**config.mk**
```make
export PLATFORM = sky130hd
export DESIGN_NAME = mode_alu4
export DESIGN_NICKNAME = d
export VERILOG_FILES = /design/src/rtl/mode_alu4_pkg.sv /design/src/rtl/mode_alu4_adder_chain.sv /design/src/rtl/mode_alu4_subtractor_chain.sv /design/src/rtl/mode_alu4_logic_unit.sv /design/src/rtl/mode_alu4_out_stage.sv /design/src/rtl/mode_alu4.sv
export SDC_FILE = /design/constraint.sdc
export NUM_CORES = 1
export LEC_CHECK = 0
export BUFFER_PORTS_ARGS = -buffer_cell sky130_fd_sc_hd__buf_2
export CORE_ASPECT_RATIO = 1.4
export CORE_MARGIN = 8
export CORE_UTILIZATION = 50
export CTS_CLUSTER_SIZE = 24
export DETAILED_ROUTE_END_ITERATION = 16
export PLACE_DENSITY_LB_ADDON = 0.05
export SYNTH_ARGS = -nofsm -noshare
export SYNTH_HDL_FRONTEND = slang
export SYNTH_SLANG_ARGS = --single-unit
```
**constraint.sdc**
```tcl
create_clock -name clk -period 0.8 [get_ports clk]
set_input_delay 0.08 -clock clk [delete_from_list [all_inputs] [get_ports clk]]
set_output_delay 0.08 -clock clk [all_outputs]
set_load 0.1 [all_outputs]
```
**src/rtl/mode_alu4_pkg.sv**
```systemverilog
package mode_alu4_pkg;

   localparam int unsigned FN_W = 4;

   // lower three bits of the function code; bit 3 is the reserved flag
   typedef enum logic [2:0] {
      FN_C0 = 3'b000,
      FN_C1 = 3'b001,
      FN_C2 = 3'b010,
      FN_C3 = 3'b011,
      FN_C4 = 3'b100,
      FN_C5 = 3'b101,
      FN_C6 = 3'b110,
      FN_C7 = 3'b111
   } fn_code_t;

   typedef enum logic [1:0] {
      SRC_ZERO  = 2'b00,
      SRC_LOGIC = 2'b01,
      SRC_ADD   = 2'b10,
      SRC_SUB   = 2'b11
   } out_src_t;

   // operand routing into one ripple chain
   typedef struct packed {
      logic x_from_b;   // chain x operand is B instead of A
      logic y_is_b;     // chain y operand is B instead of zero
      logic in_bit;     // carry-in or borrow-in
   } chain_route_t;

endpackage

```
**src/rtl/mode_alu4_adder_chain.sv**
```systemverilog
module mode_alu4_adder_chain #(
   parameter int unsigned WIDTH = 4
) (
   input  logic [WIDTH-1:0] x_i,
   input  logic [WIDTH-1:0] y_i,
   input  logic             cin_i,
   output logic [WIDTH-1:0] sum_o,
   output logic             cout_o
);
   logic [WIDTH:0] carry;

   assign carry[0] = cin_i;

   for (genvar g = 0; g < WIDTH; g++) begin : g_fa
      assign sum_o[g]    = x_i[g] ^ y_i[g] ^ carry[g];
      assign carry[g+1]  = (x_i[g] & y_i[g]) | (x_i[g] & carry[g]) | (y_i[g] & carry[g]);
   end

   assign cout_o = carry[WIDTH];
endmodule

```
**src/rtl/mode_alu4_subtractor_chain.sv**
```systemverilog
module mode_alu4_subtractor_chain #(
   parameter int unsigned WIDTH = 4
) (
   input  logic [WIDTH-1:0] x_i,
   input  logic [WIDTH-1:0] y_i,
   input  logic             bin_i,
   output logic [WIDTH-1:0] diff_o,
   output logic             bout_o
);
   logic [WIDTH:0] borrow;

   assign borrow[0] = bin_i;

   for (genvar g = 0; g < WIDTH; g++) begin : g_fs
      assign diff_o[g]    = x_i[g] ^ y_i[g] ^ borrow[g];
      assign borrow[g+1]  = (~x_i[g] & y_i[g]) | (~x_i[g] & borrow[g]) | (y_i[g] & borrow[g]);
   end

   assign bout_o = borrow[WIDTH];
endmodule

```
**src/rtl/mode_alu4_logic_unit.sv**
```systemverilog
module mode_alu4_logic_unit
   import mode_alu4_pkg::*;
#(
   parameter int unsigned WIDTH = 4
) (
   input  logic [WIDTH-1:0] a_i,
   input  logic [WIDTH-1:0] b_i,
   input  fn_code_t         code_i,
   output logic [WIDTH-1:0] f_o
);
   always_comb begin
      unique case (code_i)
         FN_C0:   f_o = ~a_i;
         FN_C1:   f_o = ~b_i;
         FN_C2:   f_o = a_i & b_i;
         FN_C3:   f_o = a_i | b_i;
         FN_C4:   f_o = ~(a_i & b_i);
         FN_C5:   f_o = a_i;
         FN_C6:   f_o = b_i;
         FN_C7:   f_o = a_i ^ b_i;
         default: f_o = '0;
      endcase
   end
endmodule

```
**src/rtl/mode_alu4_out_stage.sv**
```systemverilog
module mode_alu4_out_stage #(
   parameter int unsigned WIDTH   = 4,
   parameter bit          REG_OUT = 1'b1
) (
   input  logic             clk,
   input  logic             rst_n,
   input  logic [WIDTH-1:0] f_i,
   input  logic             c_i,
   output logic [WIDTH-1:0] f_o,
   output logic             c_o
);
   if (REG_OUT) begin : g_reg
      always_ff @(posedge clk or negedge rst_n) begin
         if (!rst_n) begin
            f_o <= '0;
            c_o <= 1'b0;
         end else begin
            f_o <= f_i;
            c_o <= c_i;
         end
      end
   end else begin : g_comb
      logic unused_clk;
      assign unused_clk = clk ^ rst_n;
      assign f_o = f_i;
      assign c_o = c_i;
   end
endmodule

```
**src/rtl/mode_alu4.sv**
```systemverilog
module mode_alu4
   import mode_alu4_pkg::*;
#(
   parameter int unsigned WIDTH   = 4,
   parameter bit          REG_OUT = 1'b1
) (
   input  logic             clk,
   input  logic             rst_n,
   input  logic [WIDTH-1:0] op_a,
   input  logic [WIDTH-1:0] op_b,
   input  logic             mode_logic,
   input  logic [FN_W-1:0]  func_sel,
   output logic [WIDTH-1:0] result,
   output logic             carry_out
);
   if (WIDTH < 2) begin : g_bad_width
      $error("mode_alu4: WIDTH must be at least 2");
   end

   fn_code_t     code;
   logic         reserved;
   chain_route_t add_rt, sub_rt;
   out_src_t     src;

   logic [WIDTH-1:0] add_x, add_y, add_s;
   logic [WIDTH-1:0] sub_x, sub_y, sub_d;
   logic             add_c, sub_b;
   logic [WIDTH-1:0] logic_f;
   logic [WIDTH-1:0] f_next;
   logic             c_next;

   assign code     = fn_code_t'(func_sel[2:0]);
   assign reserved = func_sel[FN_W-1];

   // function decode: which unit drives and how each chain is fed
   always_comb begin
      add_rt = '{x_from_b: 1'b0, y_is_b: 1'b0, in_bit: 1'b0};
      sub_rt = '{x_from_b: 1'b0, y_is_b: 1'b0, in_bit: 1'b0};
      src    = SRC_ZERO;
      if (reserved) begin
         src = SRC_ZERO;
      end else if (mode_logic) begin
         src = SRC_LOGIC;
      end else begin
         unique case (code)
            FN_C0: begin src = SRC_ADD; end
            FN_C1: begin src = SRC_ADD; add_rt.x_from_b = 1'b1; end
            FN_C2: begin src = SRC_ADD; add_rt.y_is_b = 1'b1; end
            FN_C3: begin src = SRC_SUB; sub_rt.y_is_b = 1'b1; end
            FN_C4: begin src = SRC_ADD; add_rt.in_bit = 1'b1; end
            FN_C5: begin src = SRC_SUB; sub_rt.in_bit = 1'b1; end
            FN_C6: begin src = SRC_ADD; add_rt.x_from_b = 1'b1; add_rt.in_bit = 1'b1; end
            FN_C7: begin src = SRC_SUB; sub_rt.x_from_b = 1'b1; sub_rt.in_bit = 1'b1; end
            default: src = SRC_ZERO;
         endcase
      end
   end

   assign add_x = add_rt.x_from_b ? op_b : op_a;
   assign add_y = add_rt.y_is_b   ? op_b : '0;
   assign sub_x = sub_rt.x_from_b ? op_b : op_a;
   assign sub_y = sub_rt.y_is_b   ? op_b : '0;

   mode_alu4_adder_chain #(.WIDTH(WIDTH)) u_add (
      .x_i(add_x), .y_i(add_y), .cin_i(add_rt.in_bit),
      .sum_o(add_s), .cout_o(add_c)
   );

   mode_alu4_subtractor_chain #(.WIDTH(WIDTH)) u_sub (
      .x_i(sub_x), .y_i(sub_y), .bin_i(sub_rt.in_bit),
      .diff_o(sub_d), .bout_o(sub_b)
   );

   mode_alu4_logic_unit #(.WIDTH(WIDTH)) u_logic (
      .a_i(op_a), .b_i(op_b), .code_i(code), .f_o(logic_f)
   );

   // output selector; pass-through codes never raise the flag
   always_comb begin
      unique case (src)
         SRC_LOGIC: begin f_next = logic_f; c_next = 1'b0; end
         SRC_ADD:   begin f_next = add_s;   c_next = add_c; end
         SRC_SUB:   begin f_next = sub_d;   c_next = sub_b; end
         default:   begin f_next = '0;      c_next = 1'b0; end
      endcase
   end

   mode_alu4_out_stage #(.WIDTH(WIDTH), .REG_OUT(REG_OUT)) u_out (
      .clk(clk), .rst_n(rst_n), .f_i(f_next), .c_i(c_next),
      .f_o(result), .c_o(carry_out)
   );
endmodule

```
==> results.cfg <==
[floorplanning]
dieHeight_um = 70.2
rows = 19
start_util = 0.533
core_um2 = 1970
io_pins = 20
dieArea_um2 = 3850
die_w_um = 54.8

[yosys]
yosysSeqAreaShare = 0.119
syn_area_per_cell_um2 = 8.34
synth_edf_count = 0
synth.largest_area_cell = fa_1
synth.top_cell.area_share = 0.152
yosysMostFrequentCell = inv_1
ys.warnings.count = 0
synthTopCellsByArea = fa_1, dfrtp_1, ha_1
synth_commonest_cells = inv_1, a21oi_1, nor2_1, nand2_1
ys.flop_type = dfrtp_1
netlist_area_um2 = 1050
synthCells = 126
yosysUniqueCellTypes = 39
synthArstFlopShare = 1.00
ys_ff_latch = 5
synth_fp_nets = 157

[timing]
finalCritPeriodShare = 2.76
worstMarginPinSlew_ns = 0.378
min_period_ns = 2.21
slew_headroom = 0.745
drv_slew = 0
fin_ws_ns = -1.41
rsz0062_at_grt = true
finalSetupViolations = 10
fmax_mhz = 453
tns_ns = -6.02
whs_ns = 0.0973
hold_violations = 0

[clock_network]
cts-root-buf = clkbuf_4
clk_pin_slew_ns = 0.04
cts_tree = done
htree_levels = 1
numCtsBuffers = 3
cts_sinks = 5
cts.path.max_buffers = 2

[setup_path]
crit_required_ns = 0.92
arrival_ns = 2.33
worstSetupEndpointType = register
cp-start-kind = input port
critPathKind = in2reg
worst-path-max-fanout = 4

[placed_design]
hpwl_um = 2500
io_buffers = 19
dp.cells = 197
gp_congestion = 0.862

[route]
drtAntennaViolNets = 0
wire_per_inst_um = 15.9
drc = 0
routed_wl_um = 3230
routed_via_density = 5.53
dr.pass1.iters = 4
drt_iter0_markers = 28
vias = 1122

[global_routing]
antenna_found_initial = 0
grt_pass1_vias = 1185
grt_pass1_wl_um = 5260
grt-ovfl-total = 0
track_usage = 0.179
grt_max_degree = 14

[layout]
layout-drive-gt1-share = 0.489
synthToLayoutAreaGrowth_pct = 54.9
stdcell_count = 203
n_antenna_cell = 0
utilization = 0.825
fin_nets = 214

[flow_run]
max-cap-violations = 0

[outcome]
failed_checks = setup timing
outcome = finished with violations

[hold_path]
hp-class = in2reg

[pwr]
ir_drop_v = 0.00130
powerDensity_nw_per_um2 = 913
p_leak_nw = 0.832
## final timing paths
kind	to	startpoint	slack [ns]	depth (start not counted)
setup / recovery	u_out.f_o[3]	func_sel[1]	-1.41	14
hold / removal	u_out.c_o	func_sel[3]	0.1	3
max in group asynchronous	u_out.c_o	rst_n	0.45	2
min in group asynchronous	u_out.f_o[0]	rst_n	0.19	2
## cell families (layout without fill, tap and decap cells)
logic type	count (synthesis)	in the layout	synth area share
AO/OA/AOI/OAI	34	34	0.232
adder cells (fa/ha/maj)	16	16	0.248
buffers and inverters	23	79	0.123
flip-flops	5	5	0.119
multiplexers	7	7	0.0679
AND/OR/NAND/NOR	41	41	0.211
## cell type report
type,count,area [µm²]
timing repair buffer,59,527
fill,129,345
clock buffer,4,26.3
inverter,16,60.1
sequential,5,130
multi-input combinational,98,858
tap,21,26.3
## placed cells by master, fill, tap and decap left out, types with 5 or more instances in the layout
cell type and instances:
and2_1 5, buf_2 9, nand2_1 9, inv_1 12
buf_4 37, ha_1 8, fa_2 5, buf_12 5
mux2i_1 5, nor2_1 10, a21oi_1 10
## what timing repair did
| action | 4_1_cts | 5_1_grt |
|---|---|---|
| setup endpoints to repair | 10 | 10 |
| pin swaps | 5 | 8 |
| endpoints found under the hold margin | 5 | 0 |
| hold buffers | 1 | 0 |
| buffers inserted | 0 | 1 |
| gates resized for setup | 20 | 3 |
## layer usage
metal	part of all wire	track usage	vias up
li1	-	-	558
met1	0.41	0.200	526
met2	0.54	0.300	30
met3	0.026	0.0424	8
met4	0.025	0.0742	0
met5	0	0	-
## through the flow
step                      cell area, µm²  power, mW  setup slack (ns)
after floorplan                     1100      0.754             -1.65
after global placement              1500       1.08             -1.68
after detailed placement            1500       1.10             -1.76
after CTS                           1600       1.48             -1.42
after global routing                1630       1.59             -1.48
final                               1630       1.49             -1.41
## sequential cells by signal, indices dropped and copies added, names as in the netlist
name       count
u_out.c_o      1
u_out.f_o      4
## report_power, final
part | internal, mW | switching [mW] | total (mW)
Sequential | 0.277 | 0.0173 | 0.295
Clock | 0.191 | 0.137 | 0.327
Combinational | 0.400 | 0.464 | 0.864
## worst max-delay path, stage by stage
cell,delay [ns]
buf_8,0.10
nor3b_2,0.17
a21o_2,0.13
nand2_4,0.07
mux2i_4,0.18
fa_2,0.33
inv_2,0.07
fa_2,0.19
inv_2,0.04
fa_2,0.33
inv_2,0.06
fa_1,0.40
nand3_1,0.09
o221ai_2,0.08
Power figures use the tool's default switching activity.
